### src/rtl/spi_cmd_pkg.sv
package spi_cmd_pkg;
  localparam int PIN_SCLK = 0;
  localparam int PIN_SI   = 1;
  localparam int PIN_CS   = 2;
  localparam int NUM_PINS = 3;

  typedef struct packed {
    logic sclk_rise;
    logic sclk_fall;
    logic cs_rise;
    logic cs_fall;
    logic si;
  } spi_evt_t;
endpackage

### src/rtl/spi_cmd_sync.sv
module spi_cmd_sync #(
  parameter int                WIDTH   = 3,
  parameter int                STAGES  = 2,
  parameter logic [WIDTH-1:0]  RST_VAL = '0
) (
  input  logic             clk_i,
  input  logic             rst_ni,
  input  logic [WIDTH-1:0] d_i,
  output logic [WIDTH-1:0] lvl_o,
  output logic [WIDTH-1:0] rise_o,
  output logic [WIDTH-1:0] fall_o
);
  logic [WIDTH-1:0] prev_q;

  for (genvar g = 0; g < WIDTH; g++) begin : g_pin
    logic [STAGES-1:0] chain_q;
    always_ff @(posedge clk_i or negedge rst_ni) begin
      if (!rst_ni) begin
        chain_q <= {STAGES{RST_VAL[g]}};
        prev_q[g] <= RST_VAL[g];
      end else begin
        chain_q <= {chain_q[STAGES-2:0], d_i[g]};
        prev_q[g] <= chain_q[STAGES-1];
      end
    end
    assign lvl_o[g]  = chain_q[STAGES-1];
    assign rise_o[g] = chain_q[STAGES-1] & ~prev_q[g];
    assign fall_o[g] = ~chain_q[STAGES-1] & prev_q[g];

    AST_EDGE_EXCL: assert property (@(posedge clk_i) disable iff (!rst_ni)
      $onehot0({rise_o[g], fall_o[g]}));
  end
endmodule

### src/rtl/spi_cmd_rx.sv
module spi_cmd_rx
  import spi_cmd_pkg::*;
#(
  parameter int ADDR_W = 4,
  parameter int DATA_W = 4
) (
  input  logic              clk_i,
  input  logic              rst_ni,
  input  spi_evt_t          evt_i,
  output logic [ADDR_W-1:0] wr_addr_o,
  output logic [DATA_W-1:0] wr_data_o,
  output logic              wr_en_o,
  output logic              frame_err_o
);
  localparam int FRAME_BITS = ADDR_W + DATA_W;
  localparam int CNT_MAX    = FRAME_BITS + 1;
  localparam int CNT_W      = $clog2(CNT_MAX + 1);

  logic [FRAME_BITS-1:0] shreg_q;
  logic [CNT_W-1:0]      cnt_q;
  logic                  len_ok;

  assign len_ok = (cnt_q == CNT_W'(FRAME_BITS));

  always_ff @(posedge clk_i or negedge rst_ni) begin
    if (!rst_ni) begin
      shreg_q <= '0;
      cnt_q   <= '0;
    end else if (evt_i.cs_fall) begin
      cnt_q <= '0;
    end else if (evt_i.sclk_fall) begin
      shreg_q <= {shreg_q[FRAME_BITS-2:0], evt_i.si};
      // saturate so long frames never alias to a legal length
      if (cnt_q != CNT_W'(CNT_MAX)) cnt_q <= cnt_q + 1'b1;
    end
  end

  always_ff @(posedge clk_i or negedge rst_ni) begin
    if (!rst_ni) begin
      wr_addr_o   <= '0;
      wr_data_o   <= '0;
      wr_en_o     <= 1'b0;
      frame_err_o <= 1'b0;
    end else begin
      wr_en_o <= 1'b0;
      if (evt_i.cs_rise) begin
        if (len_ok) begin
          wr_addr_o   <= shreg_q[FRAME_BITS-1 -: ADDR_W];
          wr_data_o   <= shreg_q[DATA_W-1:0];
          wr_en_o     <= 1'b1;
          frame_err_o <= 1'b0;
        end else begin
          frame_err_o <= 1'b1;
        end
      end
    end
  end

  AST_WR_PULSE: assert property (@(posedge clk_i) disable iff (!rst_ni)
    wr_en_o |=> !wr_en_o);
  AST_WR_AFTER_CS_RISE: assert property (@(posedge clk_i) disable iff (!rst_ni)
    wr_en_o |-> $past(evt_i.cs_rise));
  AST_WR_NOT_ERR: assert property (@(posedge clk_i) disable iff (!rst_ni)
    wr_en_o |-> !frame_err_o);
  AST_CNT_CLEAR: assert property (@(posedge clk_i) disable iff (!rst_ni)
    evt_i.cs_fall |=> (cnt_q == '0));
  AST_ERR_SET: assert property (@(posedge clk_i) disable iff (!rst_ni)
    (evt_i.cs_rise && !len_ok) |=> (frame_err_o && !wr_en_o));
endmodule

### src/rtl/spi_cmd_tx.sv
module spi_cmd_tx
  import spi_cmd_pkg::*;
#(
  parameter int FRAME_BITS = 8
) (
  input  logic                  clk_i,
  input  logic                  rst_ni,
  input  spi_evt_t              evt_i,
  input  logic [FRAME_BITS-1:0] status_i,
  output logic                  so_o,
  output logic                  so_oe_o
);
  logic [FRAME_BITS-1:0] shreg_q;
  logic                  started_q;
  logic                  oe_q;

  always_ff @(posedge clk_i or negedge rst_ni) begin
    if (!rst_ni) begin
      shreg_q   <= '0;
      started_q <= 1'b0;
      oe_q      <= 1'b0;
    end else if (evt_i.cs_fall) begin
      shreg_q   <= status_i;
      started_q <= 1'b0;
      oe_q      <= 1'b1;
    end else if (evt_i.cs_rise) begin
      oe_q <= 1'b0;
    end else begin
      if (evt_i.sclk_fall) started_q <= 1'b1;
      // first rise of a frame leaves bit 7 in place for the first host sample
      if (evt_i.sclk_rise && started_q) shreg_q <= {shreg_q[FRAME_BITS-2:0], 1'b0};
    end
  end

  assign so_o    = oe_q & shreg_q[FRAME_BITS-1];
  assign so_oe_o = oe_q;

  AST_STATUS_LOAD: assert property (@(posedge clk_i) disable iff (!rst_ni)
    evt_i.cs_fall |=> (shreg_q == $past(status_i)));
  AST_SO_QUIET: assert property (@(posedge clk_i) disable iff (!rst_ni)
    !so_oe_o |-> !so_o);
  AST_FIRST_RISE_HOLDS: assert property (@(posedge clk_i) disable iff (!rst_ni)
    (evt_i.sclk_rise && !started_q && !evt_i.cs_fall) |=> $stable(shreg_q));
endmodule

### src/rtl/spi_cmd_slave.sv
module spi_cmd_slave
  import spi_cmd_pkg::*;
#(
  parameter int ADDR_W      = 4,
  parameter int DATA_W      = 4,
  parameter int SYNC_STAGES = 2,
  localparam int FRAME_BITS = ADDR_W + DATA_W
) (
  input  logic                  clk_i,
  input  logic                  rst_ni,
  input  logic                  sclk_i,
  input  logic                  si_i,
  input  logic                  cs_ni,
  input  logic [FRAME_BITS-1:0] status_i,
  output logic                  so_o,
  output logic                  so_oe_o,
  output logic [ADDR_W-1:0]     wr_addr_o,
  output logic [DATA_W-1:0]     wr_data_o,
  output logic                  wr_en_o,
  output logic                  frame_err_o
);
  localparam logic [NUM_PINS-1:0] PIN_IDLE = NUM_PINS'(1) << PIN_CS;

  logic [NUM_PINS-1:0] pin_raw, pin_lvl, pin_rise, pin_fall;
  spi_evt_t            evt;
  logic                sel;

  always_comb begin
    pin_raw           = '0;
    pin_raw[PIN_SCLK] = sclk_i;
    pin_raw[PIN_SI]   = si_i;
    pin_raw[PIN_CS]   = cs_ni;
  end

  spi_cmd_sync #(
    .WIDTH  (NUM_PINS),
    .STAGES (SYNC_STAGES),
    .RST_VAL(PIN_IDLE)
  ) i_sync (
    .clk_i (clk_i),
    .rst_ni(rst_ni),
    .d_i   (pin_raw),
    .lvl_o (pin_lvl),
    .rise_o(pin_rise),
    .fall_o(pin_fall)
  );

  assign sel = ~pin_lvl[PIN_CS];

  always_comb begin
    evt.sclk_rise = pin_rise[PIN_SCLK] & sel;
    evt.sclk_fall = pin_fall[PIN_SCLK] & sel;
    evt.cs_rise   = pin_rise[PIN_CS];
    evt.cs_fall   = pin_fall[PIN_CS];
    evt.si        = pin_lvl[PIN_SI];
  end

  spi_cmd_rx #(
    .ADDR_W(ADDR_W),
    .DATA_W(DATA_W)
  ) i_rx (
    .clk_i      (clk_i),
    .rst_ni     (rst_ni),
    .evt_i      (evt),
    .wr_addr_o  (wr_addr_o),
    .wr_data_o  (wr_data_o),
    .wr_en_o    (wr_en_o),
    .frame_err_o(frame_err_o)
  );

  spi_cmd_tx #(
    .FRAME_BITS(FRAME_BITS)
  ) i_tx (
    .clk_i   (clk_i),
    .rst_ni  (rst_ni),
    .evt_i   (evt),
    .status_i(status_i),
    .so_o    (so_o),
    .so_oe_o (so_oe_o)
  );

  AST_NO_WR_WHILE_SEL: assert property (@(posedge clk_i) disable iff (!rst_ni)
    (sel && !evt.cs_fall && $past(sel)) |-> !wr_en_o);
  AST_IDLE_ADDR_STABLE: assert property (@(posedge clk_i) disable iff (!rst_ni)
    (!sel && !evt.cs_rise && !wr_en_o) |=> $stable(wr_addr_o) && $stable(wr_data_o));
endmodule

### config.mk
export PLATFORM = sky130hd
export DESIGN_NAME = spi_cmd_slave
export DESIGN_NICKNAME = d
export VERILOG_FILES = /design/src/rtl/spi_cmd_pkg.sv /design/src/rtl/spi_cmd_sync.sv /design/src/rtl/spi_cmd_rx.sv /design/src/rtl/spi_cmd_tx.sv /design/src/rtl/spi_cmd_slave.sv
export SDC_FILE = /design/constraint.sdc
export NUM_CORES = 1
export LEC_CHECK = 0
export ABC_AREA = 1
export CORE_MARGIN = 2
export CORE_UTILIZATION = 53
export DETAILED_ROUTE_END_ITERATION = 16
export HOLD_SLACK_MARGIN = 0.05
export PLACE_DENSITY = 0.77
export SLEW_MARGIN = 20
export SYNTH_ARGS = -nofsm -noshare
export SYNTH_HDL_FRONTEND = slang
export SYNTH_SLANG_ARGS = --single-unit
### constraint.sdc
create_clock -name clk_i -period 1.6 [get_ports clk_i]
set_input_delay 0.16 -clock clk_i [delete_from_list [all_inputs] [get_ports clk_i]]
set_output_delay 0.16 -clock clk_i [all_outputs]
set_load 0.01 [all_outputs]
After elaboration in Yosys (flattened, before gate mapping)
Index checks and enable logic that the tools add are counted.

Bits in registers: 40. Logic and storage cells: 54.

$add $sub $neg: 1. Equality and inequality tests: 3. Mux-type cells: 14. Bitwise gates (word level): 12. Reductions and logical operators: 10.

Operator list (count): $mux 8 (3); $mux 4 (3); $reduce_and 2->1 (5); $mux 1 (8); $reduce_bool 2->1 (4); $and 1x1->1 (7); $not 1->1 (5); $add 4x1->4 const B (1); $eq 4x4->1 const B (1); $ne 4x4->1 const B (1); $ne 2x2->1 const B (1); $logic_and 1x1->1 (1).

Longest topological paths before layout
Gate-level depths: netlist of run 1.

Depth after elaboration: 7. Depth in mapped cells: 9. Depth with buffers taken out: 7.

Hierarchy
Synthesis of run 1 repeated with hierarchy kept, for this count alone.

Cells, all modules: 193. Area total of the unflattened synthesis: 1798.0 um2.

By module, submodules not included: spi_cmd_rx (instances 1, cells an instance 98, area each 965.9 um2, seq. area each 550.5 um2); spi_cmd_tx (instances 1, cells an instance 67, area each 520.5 um2, seq. area each 250.2 um2); spi_cmd_sync (instances 1, cells an instance 24, area each 296.5 um2, seq. area each 229.0 um2); spi_cmd_slave (instances 1, cells an instance 4, area each 15.0 um2, seq. area each 0.0 um2).

Worst setup path after synthesis of run 1
OpenSTA, ideal clock, no wires.

Kind: register to register. Start: reg i_sync.g_pin[2].chain_q[1]. End: reg i_rx.shreg_q[5]. Data arrival time: 1.344 ns. Required time: 1.483 ns. Slack: 0.138 ns. Cell stages (with the launch flop): 9. Path through: dfstp_2 inv_2 ha_1 buf_4 inv_4 nand2_4 buf_6 nand2_1 o21ai_2.

RTL lines: start: declaration (RTL line spi_cmd_sync.sv:16) `logic [STAGES-1:0] chain_q;`; start signal: assignment (RTL line spi_cmd_sync.sv:19) `chain_q <= {STAGES{RST_VAL[g]}};`; start signal: assignment (RTL line spi_cmd_sync.sv:22) `chain_q <= {chain_q[STAGES-2:0], d_i[g]};`; end signal: assignment (RTL line spi_cmd_rx.sv:32) `shreg_q <= {shreg_q[FRAME_BITS-2:0], evt_i.si};`; end: declaration (RTL line spi_cmd_rx.sv:19) `logic [FRAME_BITS-1:0] shreg_q;`.

Final worst setup path of run 1
Start: reg i_tx.oe_q, in the netlist i_tx.so_oe_o. End: out so_oe_o.

RTL lines: start: declaration (RTL line spi_cmd_tx.sv:15) `logic oe_q;`; start signal: assignment (RTL line spi_cmd_tx.sv:21) `oe_q <= 1'b0;`; start signal: assignment (RTL line spi_cmd_tx.sv:25) `oe_q <= 1'b1;`; start signal: assignment (RTL line spi_cmd_tx.sv:27) `oe_q <= 1'b0;`; end: declaration (RTL line spi_cmd_slave.sv:16) `output logic so_oe_o,`.

No word-level cell between the ends.

==> impl_metrics.env, run 1 <==
export IMPL_hpwl_um=2050
export IMPL_crit_buf_inv=1
export IMPL_grt_pass1_vias=1199
export IMPL_dp_slack_ps=114
export IMPL_viasPerCell=4.79
export IMPL_p_per_area_nw_per_um2=1150
export IMPL_grt_pass1_wl_um=5100
export IMPL_layout_setup_ws_ps=137
export IMPL_power_total_mw=2.45
export IMPL_cts_buffers=5
export IMPL_die_w_um=61.7
export IMPL_syn_num_nets=201
export IMPL_gp_congestion=0.825
export IMPL_remaining_drc_errors=0
export IMPL_cp_slowest_cell="clkdlybuf4s50_1"
export IMPL_fin_skew_ps=15.5
export IMPL_clockBufferDepth=2
export IMPL_drtIter0Drc=83
export IMPL_rsz0062_at_grt="false"
export IMPL_yosys_warnings=0
export IMPL_netlist_area_um2=1760
export IMPL_power_frac_comb_pct=22.5
export IMPL_irDropWorstVdd_v=0.000730
export IMPL_ys_types=22
export IMPL_fin_crit_sh_pct=91.4
export IMPL_clkSinkCount=40
export IMPL_slowest_delay_ps=550
export IMPL_worstSetupStartpointType="flop"
export IMPL_coreArea_um2=3100
export IMPL_switching_share_pct=30.3
export IMPL_place_area_um2=2040
export IMPL_syn_area_per_cell_um2=9.69
export IMPL_initial_core_util_pct=56.8
export IMPL_min_path_type="in -> reg"
export IMPL_synth_seq_cells=40
export IMPL_hold_viol=0
export IMPL_tns_ps=0
export IMPL_cp_cell_sequence="clkdlybuf4s50_1"
export IMPL_clock_power_share_pct=23.4
export IMPL_tightest_slew_ps=488
export IMPL_switchingPower_mw=0.742
export IMPL_cp_end_kind="primary output"
export IMPL_die_h_um=61.7
export IMPL_maxSlewViolCount=0
export IMPL_dieArea_um2=3800
export IMPL_num_rows=20
export IMPL_syn_to_final_growth_pct=20.4
export IMPL_sequentialPowerShare_pct=54.1
export IMPL_period_minus_slack_ps=1460
export IMPL_leakage_nw=1.05
export IMPL_overflow=0
export IMPL_firstDrtPassIters=4
export IMPL_root_buffer="clkbuf_4"
export IMPL_clkLatencyLatePin_ps=350
export IMPL_portBuffers=24
export IMPL_tritoncts="built"
export IMPL_grt_start_max_net_pins=41
export IMPL_path_max_fanout=3
export IMPL_arrival_ps=1300
export IMPL_ant_nets=0
export IMPL_status="complete, no violations"
export IMPL_diodes=0
export IMPL_crit_required_ps=1440
export IMPL_max_cap_violations=0
export IMPL_p_int_mw=1.71
export IMPL_fmax_mhz=683
export IMPL_drive_gt1_share_pct=18.2
export IMPL_crit_type="reg -> out"
export IMPL_maxSlewHeadroom_pct=67.5
export IMPL_antenna_found_initial=0
export IMPL_cp_top_family="buffers and inverters"
export IMPL_ys_seq_area_share_pct=57.0
export IMPL_stdcell_count=258
export IMPL_wl_per_cell_um=11.2
export IMPL_num_vias=1235
export IMPL_grtUsageTotal_pct=18.7
export IMPL_routed_wl_um=2890
export IMPL_path_clk_slew_ps=110
export IMPL_fin_area_um2=2120
export IMPL_fin_nets=232
export IMPL_dp_cells=249
export IMPL_post_cts_buffers=0
export IMPL_setup_viol=0
export IMPL_netlist_instances=182
export IMPL_htreeDepth=2
export IMPL_num_io_pins=25
[final cells by class]
type | count | area [um2]
Clock buffer | 8 | 68.8
Fill cell | 253 | 981
Inverter | 19 | 73.8
Multi-Input combinational cell | 119 | 649
Sequential cell | 40 | 1000
Tap cell | 44 | 55.1
Timing Repair Buffer | 28 | 270
[what timing repair did]
item	in CTS	in global routing
setup endpoints to repair	0	5
gates resized for setup	0	2
hold buffers	1	0
hold endpoints to repair	37	0
[final timing paths]
kind,startpoint,to,slack [ps],depth (start not counted)
min,cs_ni,i_sync.g_pin[2].chain_q[0],220,1
max reg2reg,i_sync.g_pin[2].chain_q[1],i_rx.cnt_q[0],160,7
min in group asynchronous,rst_ni,i_rx.shreg_q[0],380,3
max in group asynchronous,rst_ni,i_sync.g_pin[2].chain_q[0],850,3
max,i_tx.so_oe_o,so_oe_o,140,1
min reg2reg,i_sync.g_pin[1].chain_q[0],i_sync.g_pin[1].chain_q[1],340,0
[cell usage after synthesis]
cell type / count / area, um2
xor2_1: 1 / 8.76
dfrtp_1: 37 / 926
inv_1: 12 / 45.0
o21ai_1: 12 / 60.1
nand4_4: 2 / 42.5
ha_1: 6 / 75.1
nor2_4: 1 / 11.3
a21oi_1: 1 / 5.00
inv_4: 1 / 6.26
nor2_2: 1 / 6.26
nor2_1: 4 / 15.0
buf_4: 2 / 15.0
nand2_2: 3 / 18.8
dfstp_2: 3 / 78.8
buf_6: 2 / 22.5
nand2_1: 65 / 244
nand3_1: 11 / 55.1
inv_2: 6 / 22.5
o21ai_2: 7 / 61.3
nand2_4: 2 / 22.5
nand4_1: 2 / 12.5
a21oi_2: 1 / 8.76
[power by group through the flow]
stage	Combinational, mW	Clock (mW)	Sequential (mW)
after floorplan	0.352	0	1.33
after global placement	0.541	0	1.33
after detailed placement	0.556	0	1.34
after CTS	0.562	0.600	1.32
after global routing	0.636	0.643	1.35
final	0.550	0.573	1.33
[worst reg2reg max path, cell delays in order (launching register included)]
cell     delay (ps)
dfstp_2         580
inv_2            70
ha_2            220
inv_4           100
nand4_1         110
nand2_2         150
nand2_1          70
o21ai_1          70
[through the flow]
step                      hold WS [ps]  util [%]
after global placement             235      65.7
after CTS                          194      68.2
after floorplan                   -136         -
after detailed placement           245      65.7
after global routing               206      68.4
final                              220      68.4
[registers in the layout (all words and copies together) (netlist names), 2 cells and up]
| register | cells |
|---|---|
| i_sync.prev_q | 2 |
| i_rx.cnt_q | 4 |
| i_rx.wr_addr_o | 4 |
| i_tx.shreg_q | 8 |
| i_rx.shreg_q | 8 |
| i_sync.g_pin.chain_q | 6 |
| i_rx.wr_data_o | 4 |
[cell usage in the layout, fill, tap and decap left out, drive strengths merged]
cell and n:
clkdlybuf4s50 22, dfstp 3, buf 4, clkbuf 8
a21oi 2, dlymetal6s2s 1, xor2 1, dfrtp 37
o21ai 19, inv 19, ha 6, nand3 11
dlygate4sd3 1, nand4 4, nand2 70, nor2 6
[kinds of logic (layout without fill, tap and decap cells)]
family | count (synthesis) | after routing | synth area share, %
fa+ha+maj | 6 | 6 | 4.26
compound gates | 21 | 21 | 7.67
simple gates | 91 | 91 | 24.3
flops | 40 | 40 | 57.0
xor+xnor | 1 | 1 | 0.497
buf+inv | 23 | 55 | 6.32
[metal layers]
metal | global-route usage [%] | wire [um] | part of all wire (%) | vias to the layer above
met5 | 0 | 0 | 0 | -
met4 | 6.99 | 54 | 1.9 | 0
met3 | 6.93 | 109 | 3.8 | 6
met2 | 28.1 | 1330 | 46 | 22
met1 | 24.7 | 1400 | 48 | 572
li1 | - | - | - | 635
No activity file was read; power rests on OpenSTA's default activity.
==> run 2, diff against run 1 <==
CORE_UTILIZATION = 40   (was 53)
PLACE_DENSITY = 0.61   (was 0.77)
==> run 2 against run 1 <==
Compared with the run above:
- register-to-register slack lost 20 ps
- worst hold slack improved by 47 ps
- sequential share of layout area shrank 1.2 points
- critical path type is now reg -> reg
- largest cell class unchanged
- highest routed layer unchanged
==> impl_metrics.env, run 2 (synthesis results as in run 1) <==
export IMPL_status="complete, no violations"
export IMPL_min_path_type="in -> reg"
export IMPL_p_per_area_nw_per_um2=1240
export IMPL_switching_share_pct=28.7
export IMPL_ant_nets=0
export IMPL_firstDrtPassIters=4
export IMPL_tightest_slew_ps=465
export IMPL_num_vias=1240
export IMPL_clock_power_share_pct=29.8
export IMPL_rsz0062_at_grt="false"
export IMPL_die_w_um=70.4
export IMPL_final_cell_mix="65 x nand2_1, 37 x dfrtp_1, 23 x clkdlybuf4s50_1"
export IMPL_irDropWorstVdd_v=0.000621
export IMPL_hold_viol=0
export IMPL_overflow=0
export IMPL_power_total_mw=2.69
export IMPL_grt_pass1_vias=1288
export IMPL_final_common_cell="nand2_1"
export IMPL_grt_pass1_wl_um=5550
export IMPL_fmax_mhz=684
export IMPL_worstSetupStartpointType="flop"
export IMPL_cp_end_kind="flop"
export IMPL_fin_skew_ps=5.81
export IMPL_dieArea_um2=4950
export IMPL_syn_to_final_growth_pct=23.4
export IMPL_sequentialPowerShare_pct=49.4
export IMPL_max_cap_violations=0
export IMPL_leakage_nw=1.05
export IMPL_num_io_pins=25
export IMPL_path_max_fanout=8
export IMPL_num_rows=24
export IMPL_setup_viol=0
export IMPL_maxSlewViolCount=0
export IMPL_routed_wl_um=2990
export IMPL_antenna_found_initial=0
export IMPL_grt_start_max_net_pins=23
export IMPL_power_frac_comb_pct=20.8
export IMPL_cts_buffers=5
export IMPL_top_regs="i_rx.shreg_q (8), i_tx.shreg_q (8), i_sync.g_pin.chain_q (6)"
export IMPL_clkLatencyLatePin_ps=300
export IMPL_drtIter0Drc=122
export IMPL_path_clk_slew_ps=70
export IMPL_clkSinkCount=40
export IMPL_initial_core_util_pct=41.1
export IMPL_crit_required_ps=1830
export IMPL_fin_crit_sh_pct=91.4
export IMPL_remaining_drc_errors=0
export IMPL_switchingPower_mw=0.773
export IMPL_tritoncts="built"
export IMPL_drive_gt1_share_pct=18.6
export IMPL_diodes=0
export IMPL_arrival_ps=1690
export IMPL_viasPerCell=4.64
export IMPL_clockBufferDepth=2
export IMPL_crit_type="reg -> reg"
export IMPL_wl_per_cell_um=11.2
export IMPL_coreArea_um2=4290
export IMPL_maxSlewHeadroom_pct=69.0
export IMPL_htreeDepth=2
export IMPL_die_h_um=70.4
export IMPL_tns_ps=0
export IMPL_post_cts_buffers=0
export IMPL_grtUsageTotal_pct=14.6
export IMPL_period_minus_slack_ps=1460
export IMPL_hpwl_um=2190
export IMPL_portBuffers=24
export IMPL_gp_congestion=0.778
export IMPL_root_buffer="clkbuf_8"
export IMPL_p_int_mw=1.92
export IMPL_fin_nets=233
-- run 2: cell types whose count changed in the layout (fill, tap and decap cells not counted), sizes merged --
cell and change:
clkbuf -2, clkdlybuf4s50 +1, clkinv +1, buf +1
bufinv +1, dlymetal6s2s -1
-- run 2: layer usage --
metal | global-route usage (%) | up-vias | part of all wire, %
met5 | 0 | - | 0
met4 | 9.62 | 0 | 2.2
met3 | 3.61 | 6 | 5.6
met2 | 23.0 | 32 | 47
met1 | 17.6 | 568 | 45
li1 | - | 634 | -
-- run 2: worst max-delay path: stages (launching register included) --
cell and delay [ps]:
dfstp_2 570, inv_2 70, ha_2 220, inv_4 100
nand4_1 120, nand2_2 160, nand2_1 80, o21ai_1 70
-- run 2: area by class of cell --
cell class              count  area, um2
well taps                  52       65.1
clock inverters             2       35.0
multi-input cells         119        649
flip-flops and latches     40       1000
fillers                   408       2120
repair buffers             29        275
clock buffers               6       72.6
inverters                  19       73.8
-- run 2: final timing paths --
kind | from | endpoint | slack (ps) | depth (start not counted)
max | i_sync.g_pin[2].chain_q[1] | i_rx.cnt_q[1] | 140 | 7
min | cs_ni | i_sync.g_pin[2].chain_q[0] | 270 | 1
max reg2reg | i_sync.g_pin[2].chain_q[1] | i_rx.cnt_q[1] | 140 | 7
min reg2reg | i_sync.g_pin[1].chain_q[0] | i_sync.g_pin[1].chain_q[1] | 360 | 0
max in group asynchronous | rst_ni | i_sync.g_pin[2].chain_q[1] | 690 | 3
min in group asynchronous | rst_ni | i_rx.wr_addr_o[1] | 340 | 2
-- run 2: metrics by stage --
step / setup slack, ps / util (%) / area (um2) / instances / hold WS (ps)
after floorplan: 138 / - / 1760 / 182 / -136
after global placement: 170 / 47.9 / 2060 / 258 / 139
after detailed placement: 75.0 / 47.9 / 2060 / 258 / 147
after CTS: 59.1 / 50.6 / 2170 / 267 / 250
after global routing: 17.0 / 50.7 / 2180 / 267 / 258
final: 137 / 50.7 / 2180 / 267 / 268
-- run 2: timing repair --
action / in CTS / in global routing
hold buffers: 1 / 0
setup endpoints to repair: 0 / 6
hold endpoints to repair: 19 / 0
gates resized for setup: 0 / 1
-- run 2: power groups by stage --
stage | Clock [mW] | Sequential [mW] | Combinational [mW]
floorplan | 0 | 1.33 | 0.352
global placement | 0 | 1.33 | 0.550
detailed placement | 0 | 1.35 | 0.562
CTS | 0.836 | 1.33 | 0.567
global route | 0.871 | 1.36 | 0.642
finish | 0.801 | 1.33 | 0.559
==> run 3, diff against run 2 <==
GPL_ROUTABILITY_DRIVEN = 0   (was not set)
==> results of run 3 <==
No change in the layout: final DEF, timing and power equal those of run 2.
